$ cat config.mk
export PLATFORM = sky130hd
export DESIGN_NAME = ext_irq_ctrl
export DESIGN_NICKNAME = d
export VERILOG_FILES = /design/src/rtl/ext_irq_ctrl.sv
export SDC_FILE = /design/constraint.sdc
export NUM_CORES = 1
export LEC_CHECK = 0
export CORE_MARGIN = 2
export CORE_UTILIZATION = 38
export CTS_BUF_LIST = sky130_fd_sc_hd__clkbuf_16
export CTS_CLUSTER_SIZE = 24
export DETAILED_ROUTE_END_ITERATION = 8
export DONT_BUFFER_PORTS = 1
export SLEW_MARGIN = 15
export SYNTH_ARGS = -nofsm -noshare
export SYNTH_HDL_FRONTEND = slang
export SYNTH_SLANG_ARGS = --single-unit
export TNS_END_PERCENT = 20
$ cat constraint.sdc
create_clock -name clk -period 1.94 [get_ports clk]
set_input_delay 0.388 -clock clk [delete_from_list [all_inputs] [get_ports clk]]
set_output_delay 0.388 -clock clk [all_outputs]
set_load 0.01 [all_outputs]
$ cat src/rtl/ext_irq_ctrl.sv
module ext_irq_ctrl #(
  parameter int NPINS     = 32,
  parameter int BANK_PINS = 8,
  parameter int DIRECT    = 16,
  parameter int SLOT_W    = 4,
  parameter int AW        = 4
) (
  input  logic              clk,
  input  logic              rst_n,
  input  logic [NPINS-1:0]  pin_i,
  input  logic              bus_wr,
  input  logic [AW-1:0]     bus_addr,
  input  logic [31:0]       bus_wdata,
  output logic [31:0]       bus_rdata,
  output logic [DIRECT-1:0] irq_lo,
  output logic              irq_hi
);
  localparam int NBANK  = NPINS / BANK_PINS;
  localparam int BSEL_W = $clog2(NBANK);

  logic [NPINS-1:0] meta_q, sync_q, prev_q, pend_q, mask_q;
  logic [NPINS-1:0] hit, level, clr, pend_d, act;
  logic [NPINS-1:0][2:0] mode;
  logic [NBANK-1:0][31:0] cfg_q;
  logic [1:0] region;
  logic [BSEL_W-1:0] bank;

  assign region = bus_addr[AW-1 -: 2];
  assign bank   = bus_addr[BSEL_W-1:0];

  for (genvar g = 0; g < NPINS; g++) begin : g_pin
    assign mode[g]  = cfg_q[g / BANK_PINS][(g % BANK_PINS) * SLOT_W +: 3];
    assign hit[g]   = (mode[g] == 3'd0) ? ~sync_q[g] :
                      (mode[g] == 3'd1) ?  sync_q[g] :
                      (mode[g] == 3'd2) ? (prev_q[g] & ~sync_q[g]) :
                      (mode[g] == 3'd3) ? (sync_q[g] & ~prev_q[g]) :
                      (mode[g] == 3'd4) ? (sync_q[g] ^ prev_q[g]) : 1'b0;
    assign level[g] = (mode[g] == 3'd0) || (mode[g] == 3'd1);
    assign clr[g]   = bus_wr && (region == 2'd2) &&
                      (bank == BSEL_W'(g / BANK_PINS)) && bus_wdata[g % BANK_PINS];
    assign pend_d[g] = hit[g] | (~level[g] & pend_q[g] & ~clr[g]);
  end

  always_ff @(posedge clk or negedge rst_n) begin
    if (!rst_n) begin
      meta_q <= '0;
      sync_q <= '0;
      prev_q <= '0;
      pend_q <= '0;
      mask_q <= '1;
      cfg_q  <= '0;
    end else begin
      meta_q <= pin_i;
      sync_q <= meta_q;
      prev_q <= sync_q;
      pend_q <= pend_d;
      if (bus_wr && region == 2'd0)
        cfg_q[bank] <= bus_wdata;
      if (bus_wr && region == 2'd1)
        mask_q[bank * BANK_PINS +: BANK_PINS] <= bus_wdata[BANK_PINS-1:0];
    end
  end

  always_comb begin
    bus_rdata = '0;
    case (region)
      2'd0:    bus_rdata = cfg_q[bank];
      2'd1:    bus_rdata[BANK_PINS-1:0] = mask_q[bank * BANK_PINS +: BANK_PINS];
      2'd2:    bus_rdata[BANK_PINS-1:0] = pend_q[bank * BANK_PINS +: BANK_PINS];
      default: bus_rdata = '0;
    endcase
  end

  assign act    = pend_q & ~mask_q;
  assign irq_lo = act[DIRECT-1:0];
  assign irq_hi = |act[NPINS-1:DIRECT];
endmodule

## Word-level counts from Yosys, hierarchy flattened

Cells that the tools add are included.

- Bitwise logic cells: 322
- Mux-type cells: 168
- Reductions and logical operators: 107
- Shift-type cells: 4
- Equal/unequal tests: 133
- $add $sub $neg: 1
- $lt $le $gt $ge: 2

Operators by type and width:

| kind | count |
|---|---|
| 3-bit by 2-bit == test with 1-bit output (second input constant) | 64 |
| 1-bit 2-to-1 mux | 160 |
| 1-bit bitwise AND | 128 |
| 128-bit bitwise mux | 1 |
| 1-bit inverter | 128 |
| 3-bit by 1-bit == test with 1-bit output (second input constant) | 32 |
| 3-bit == test (second input constant) | 32 |
| 3-bit zero test | 32 |
| 32-bit binary-select mux with 2-bit select | 1 |
| 32-bit demux with 2-bit select | 1 |
| 32-bit 2-to-1 mux | 2 |
| 32-bit by 6-bit indexed part select with 8-bit output | 2 |
| 1-bit logical AND | 40 |
| 5-bit negator with 34-bit output | 1 |
| 8-bit by 34-bit variable shift with 32-bit output (first input constant) | 1 |
| 8-bit by 34-bit indexed part select with 32-bit output | 1 |
| 32-bit bitwise AND | 1 |
| 32-bit bitwise mux | 1 |
| 1-bit logical OR | 32 |
| 32-bit inverter | 1 |
| 1-bit bitwise OR | 32 |
| 1-bit bitwise XOR | 32 |
| 24-bit 2-to-1 mux | 1 |
| 8-bit one-hot mux with 3 select lines | 1 |
| 6 further kinds | 10 |

- Register bits after elaboration: 288
- Output and inout bits: 49
- Bits of input ports: 71

## Depth between registers and ports, before layout

Gate-level depths: netlist of the first run.

- Word-level depth: 7
- Depth in mapped cells: 9
- Gate-level depth less buffers: 6

## Worst setup path after synthesis of the first run

No wires, ideal clock.

- Path type: in2out
- Start point: input bus_addr[2]
- End point: output bus_rdata[3]
- Stages: 8
- Arrival time: 1649 ps
- Slack: -97 ps
- Cell sequence: inv_1 > ha_1 > buf_2 > or2_2 > clkbuf_1 > o22ai_1 > o21ai_0 > a21oi_1

- Longest elaborated chain between the ends: 2
- Elaborated cells between the ends (all ways): 4
- Classes of those cells: eq/ne (2); mux (1); reduce/logical (1)

Ends and longest elaborated chain:

| element | line | RTL |
|---|---|---|
| start, declared | 12 | `input logic [AW-1:0] bus_addr,` |
| 2-bit == test, or another cell as far along | 66 | `case (region)` |
| 8-bit one-hot mux with 3 select lines (*) | 66 |  |
| end, declared | 14 | `output logic [31:0] bus_rdata,` |

Mark *: on every way between the ends. The rest lies on a longest branch, timed or not.

## Worst setup path after layout of the first run

- Start point: register mask_q[30]
- End point: output bus_rdata[6]

- Longest elaborated chain between the ends: 2

Ends and longest elaborated chain:

| element | line | RTL |
|---|---|---|
| start, declared | 21 | `logic [NPINS-1:0] meta_q, sync_q, prev_q, pend_q, mask_q;` |
| start signal, assigned by index | 60 | `mask_q[bank * BANK_PINS +: BANK_PINS] <= bus_wdata[BANK_PINS-1:0];` |
| 32-bit by 6-bit indexed part select with 8-bit output | 68 | `2'd1: bus_rdata[BANK_PINS-1:0] = mask_q[bank * BANK_PINS +: BANK_PINS];` |
| 8-bit one-hot mux with 3 select lines | 66 |  |

No other way between the ends.

==> results.yml, run 1 <==
layout:
  antennaDiodeCount: 0
  areaGrowthSynthToFinish_pct: 19.3
  postLayoutCoreUtil_pct: 46.3
  drive_above_1_share_pct: 31.1
  instances_no_fill: 1651
  nNetsFinal: 1310
pwr:
  p_total_uw: 17900
  p_per_area_nw_per_um2: 1080
  p_leak_uw: 0.00723
  vdd.ir_drop.worst_v: 0.000689
logic_synthesis:
  ys_seq_area_share_pct: 52.3
  syn_area_per_cell_um2: 12.9
  synth_top_area_share_pct: 46.2
  async_flop_share_pct: 100
  synth_area_leaders: "dfrtp_1, mux2_2, ha_1"
  yosys-top-cells-count: "dfrtp_1, mux2_2, inv_1"
  syn_inst: 1073
  synth-main-ff-cell: "dfrtp_1"
  synth_edf_count: 0
  yosysWarnings: 0
  syn-num-nets: 1218
  yosysMostFrequentCell: "dfrtp_1"
  ys_seq_elements: 288
  synthesis.area_um2: 13900
  synth_cell_types: 38
  synth_top_area_cell: "dfrtp_1"
grt:
  antenna_found_initial: 0
  grtUsageTotal_pct: 19.1
  grt_max_degree: 289
  grt_pass1_wl_mm: 56.2
  overflow: 0
  grt_pass1_vias: 9347
floorplanning:
  fp.dieArea_um2: 38000
  fp-row-count: 69
  die_h_um: 195
  start_util_pct: 38.8
  ios: 120
  core_um2: 35700
  fp.dieW_um: 195
outcome:
  violations: "negative hold slack, negative setup slack"
  status: "complete, but fails checks"
clock_tree:
  cts_root_buffer: "clkbuf_16"
  path_clk_slew_ns: 0.06
  h-tree-depth: 2
  cts_buffer_depth: 3
  numClockSinks: 288
  numCtsBuffers: 35
  cts_tree: "yes"
  worstSkewPairLatency_ns: 0.52
critical_path:
  crit_path_end_kind: "output pin"
  r2r-start: "sync_q[27]"
  rr_endpoint: "pend_q[27]"
  regToRegSetupSlack_ns: 0.56
  crit_type: "reg2out"
  rr_worst_depth: 6
  crit_required_ns: 1.55
  cp-start-kind: "flop"
  worstPathArrival_ns: 1.86
  worstPathMaxFanout: 3
  critPathLaunch: "mask_q[30]"
route:
  wl_mm: 35.6
  drt-vias-per-instance: 5.37
  dr.pass1.iters: 6
  wl_per_cell_um: 21.5
  detail_route.iter0.violations: 461
  drtAntennaViolNets: 0
  route.vias.total: 8858
  drc_errors: 0
sta:
  drv_slew: 0
  setup_slack_ns: -0.304
  min_period_ns: 2.24
  setup_viol: 25
  holdWs_ns: -0.420
  fin_skew_ns: 0.0153
  hold_violations: 260
  worst_slew_pin_slew_ns: 0.708
  finalCritPeriodShare_pct: 116
  relSlewSlack_pct: 52.8
  grt_setup_unrepaired: "true"
  max_freq_mhz: 446
job:
  drv_cap: 0
placed_design:
  place_congestion: 0.813
  dp.cells: 1535
  io_buffers: 0
  dp_hpwl_mm: 23.5
hold_path:
  hold_path_class: "in2async"
power by group:
part / internal [uW] / total, uW / leakage, uW / switching (uW)
logic: 1920 / 3300 / 0.00331 / 1370
clock network: 3830 / 6360 / 0.000580 / 2530
registers: 7150 / 8290 / 0.00334 / 1140
total: 12900 / 17900 / 0.00723 / 5050
per-layer routing:
layer | track usage [%] | share of wire [%] | vias up
li1 | - | - | 4035
met1 | 26.1 | 45 | 4556
met2 | 30.5 | 47 | 192
met3 | 4.02 | 5.4 | 75
met4 | 6.56 | 3.1 | 0
met5 | 0 | 0 | -
how the worst max path moves through the flow:
| stage | end | slack, ns | cells past startpoint |
|---|---|---|---|
| floorplan | bus_rdata[7] | -0.06 | 8 |
| global placement | bus_rdata[5] | -0.23 | 7 |
| detailed placement | bus_rdata[7] | -0.24 | 8 |
| CTS | bus_rdata[6] | -0.34 | 5 |
| global route | bus_rdata[7] | -0.40 | 5 |
| finish | bus_rdata[6] | -0.30 | 4 |
placed cells by master (no fill, tap or decap), types with 3 or more instances in the layout:
cell type,count
nor3_1,17
nand2b_1,3
mux2_2,130
nand2_1,25
nor2_1,27
clkinv_1,6
a22o_1,32
o32a_1,15
and3_1,4
a21boi_0,15
nor4b_4,3
nand3_4,3
nor2b_1,16
ha_1,71
o22ai_1,45
nand3_2,5
a221oi_2,3
mux2i_1,53
mux4_2,30
clkinv_2,5
dfrtp_2,19
a221oi_1,3
and2_4,24
dfstp_2,32
o21a_1,24
bufinv_16,3
inv_2,3
dfrtp_1,237
a21oi_2,6
a21oi_1,35
o21ai_2,3
inv_1,98
buf_12,8
buf_4,39
dlygate4sd3_1,52
mux2i_2,3
clkbuf_16,37
xnor2_1,32
o21ai_1,4
logic make-up after synthesis:
logic type	Yosys count	synth area share, %
multiplexers	218	19.6
AND/OR/NAND/NOR	133	5.63
flip-flops	288	52.3
AO/OA/AOI/OAI	191	9.65
adder cells (fa/ha/maj)	74	6.68
buffers and inverters	137	4.13
XOR/XNOR	32	2.02
stage by stage:
step / setup TNS [ns] / cell area, um^2 / hold slack (ns) / worst slack (ns)
2_1_floorplan: -1.53 / 13900 / 0.0924 / -0.0640
3_3_place_gp: -1.45 / 14700 / 0.107 / -0.231
5_1_grt: -3.92 / 16500 / -0.449 / -0.398
3_5_place_dp: -1.66 / 14700 / 0.108 / -0.242
6_report: -2.22 / 16500 / -0.420 / -0.304
4_1_cts: -2.94 / 16400 / -0.442 / -0.337
flip-flops by register name (all words and copies together) (netlist names):
name,cells
cfg_q,128
prev_q,32
pend_q,32
mask_q,32
meta_q,32
sync_q,32
worst max-delay path: stages (launching register included):
cell	delay [ns]
dfstp_2	0.57
mux2_2	0.15
nand3_1	0.08
a311oi_2	0.35
buf_4	0.19
final cells by class:
type | count | area [um^2]
timing repair buffer | 100 | 985
sequential | 288 | 7270
clock inverter | 25 | 188
inverter | 92 | 345
tap | 461 | 577
multi-input combinational | 648 | 6250
clock buffer | 37 | 926
fill | 3242 | 19200
repair_timing:
action | 4_1_cts | 5_1_grt
endpoints found under the setup margin | 33 | 32
gates resized for setup | 51 | 17
hold buffers | 45 | 7
pin swaps | 28 | 12
endpoints found under the hold margin | 361 | 297
setup buffers | 0 | 3
Power figures use the tool's default switching activity.
==> run 2, diff against run 1 <==
- SETUP_SLACK_MARGIN: default -> 0.05
==> run 2 against run 1 <==
The flow still finishes with violations (negative hold slack, negative setup slack). Non-clock buffer count grew 6. Combinational power up 3%. Clock skew is 0.0012 ns lower. Clock-buffer cell count unchanged. Sequential power shrank 0.5%. Wire length is 0.35% higher. Flip-flop and latch count stayed put. Fmax is 0.52% higher. Power decreased by 1.7%. Final cell count is 0.30% higher. Largest power group unchanged.
==> results.yml, run 2 (synthesized netlist as in run 1, its figures left out) <==
outcome:
  status: "complete, but fails checks"
  violations: "negative hold slack, negative setup slack"
grt:
  overflow: 0
  grt_pass1_vias: 9523
  antenna_found_initial: 0
  grt_max_degree: 289
  grt_pass1_wl_mm: 55.9
  grtUsageTotal_pct: 19.1
sta:
  max_freq_mhz: 448
  finalCritPeriodShare_pct: 115
  min_period_ns: 2.23
  grt_setup_unrepaired: "true"
  setup_viol: 26
  setup-tns-final_ns: -2.16
  worst_slew_pin_slew_ns: 0.408
  hold_violations: 288
  setup_slack_ns: -0.292
  relSlewSlack_pct: 72.8
  fin_skew_ns: 0.0141
  holdWs_ns: -0.432
  drv_slew: 0
critical_path:
  crit_path_max_incr_delay_ns: 0.54
  critPathSlowestCell: "dfstp_2"
  cp-start-kind: "flop"
  cp_num_buf_inv: 1
  cp_cell_sequence: "mux2i_1 > mux2i_1 > a221oi_2 > a311oi_2 > buf_4"
  worstPathMaxFanout: 3
  crit_path_end_kind: "output pin"
  crit_top_cell: "mux2i_1"
  crit_type: "reg2out"
  worstPathArrival_ns: 1.84
  crit_required_ns: 1.55
  crit_family: "flip-flops"
route:
  detail_route.iter0.violations: 462
  drc_errors: 0
  dr.pass1.iters: 4
  drtAntennaViolNets: 0
  route.vias.total: 8890
  wl_per_cell_um: 21.5
  drt-vias-per-instance: 5.37
  wl_mm: 35.7
pwr:
  vdd.ir_drop.worst_v: 0.000799
  power_frac_seq_pct: 46.8
  power.switching_uw: 4990
  p_sw_share_pct: 28.3
  pwr-share-clk_pct: 33.9
  p_leak_uw: 0.00725
  power_frac_comb_pct: 19.3
  p_per_area_nw_per_um2: 1070
  p_int_uw: 12700
layout:
  areaGrowthSynthToFinish_pct: 19.4
  layout_commonest_cell: "dfrtp_1"
  nNetsFinal: 1315
  drive_above_1_share_pct: 30.4
  regMostFlops: "cfg_q"
  antennaDiodeCount: 0
  largest_reg_flops: 128
  final_cell_mix: "dfrtp_1, mux2_2, inv_1"
clock_tree:
  numClockSinks: 288
  cts_root_buffer: "clkbuf_16"
  h-tree-depth: 2
  numCtsBuffers: 34
  worstSkewPairLatency_ns: 0.52
  path_clk_slew_ns: 0.06
  cts_tree: "yes"
  cts_buffer_depth: 3
job:
  drv_cap: 0
hold_path:
  hold_path_class: "in2async"
floorplanning:
  start_util_pct: 38.8
  core_um2: 35700
  die_h_um: 195
  fp.dieArea_um2: 38000
  fp-row-count: 69
  fp.dieW_um: 195
  ios: 120
placed_design:
  dp_hpwl_mm: 23.5
  dp_slack_ns: -0.161
  place_congestion: 0.820
  io_buffers: 0
==> run 2: cell types whose count changed in the layout (fill, tap and decap cells not counted), moves of 2 or more <==
cell           previous run  this run
dfrtp_2                  19        21
o21ai_1                   4         6
dfrtp_1                 237       235
inv_1                    98       108
clkinv_2                  5         1
bufinv_16                 3         1
clkinv_1                  6         4
buf_12                    8        11
inv_2                     3         1
dlygate4sd3_1            52        57
==> run 2: metal layers <==
metal	share of wire, %	wire [um]	track usage, %	up-vias
li1	-	-	-	4035
met4	1.8	638	4.69	0
met2	47	16900	31.4	205
met3	5.3	1900	4.30	53
met1	46	16300	25.7	4597
met5	0	0	0	-
==> run 2: power groups by stage <==
stage / Sequential (uW) / Combinational, uW / Clock (uW)
2_1_floorplan: 7930 / 2560 / 0
3_3_place_gp: 8300 / 3050 / 0
3_5_place_dp: 8340 / 3110 / 0
4_1_cts: 8230 / 3410 / 6160
5_1_grt: 8400 / 3730 / 6400
6_report: 8250 / 3410 / 5980
==> run 2: path summary, 6_finish.rpt <==
kind,from,to,slack [ns],cells after the start
max,mask_q[7],bus_rdata[7],-0.29,5
min,rst_n,meta_q[13],-0.43,0
max reg2reg,sync_q[29],pend_q[29],0.56,5
min reg2reg,meta_q[25],sync_q[25],0.34,0
max in group asynchronous,rst_n,mask_q[19],1.96,0
min in group clk,bus_wdata[27],cfg_q[123],0.02,1
==> run 2: stage by stage <==
step / area, um^2 / util [%] / power (uW) / std cells
2_1_floorplan: 14000 / - / 10500 / 1073
5_1_grt: 16600 / 46.3 / 18500 / 1656
3_5_place_dp: 14700 / 41.2 / 11500 / 1528
4_1_cts: 16500 / 46.1 / 17800 / 1653
3_3_place_gp: 14700 / 41.2 / 11300 / 1528
6_report: 16600 / 46.3 / 17600 / 1656
==> run 2: area by class of cell <==
class                           count  area (um^2)
Multi-Input combinational cell    648         6240
Sequential cell                   288         7270
Inverter                           92          345
Timing Repair Buffer              106         1080
Tap cell                          461          577
Fill cell                        3243        19200
Clock inverter                     24          121
Clock buffer                       37          926
==> run 2: timing repair <==
item / CTS / global route
setup buffers: 8 / 2
hold endpoints to repair: 381 / 289
setup endpoints to repair: 33 / 33
hold buffers: 56 / 1
resized for setup: 41 / 19
pin swaps: 26 / 8
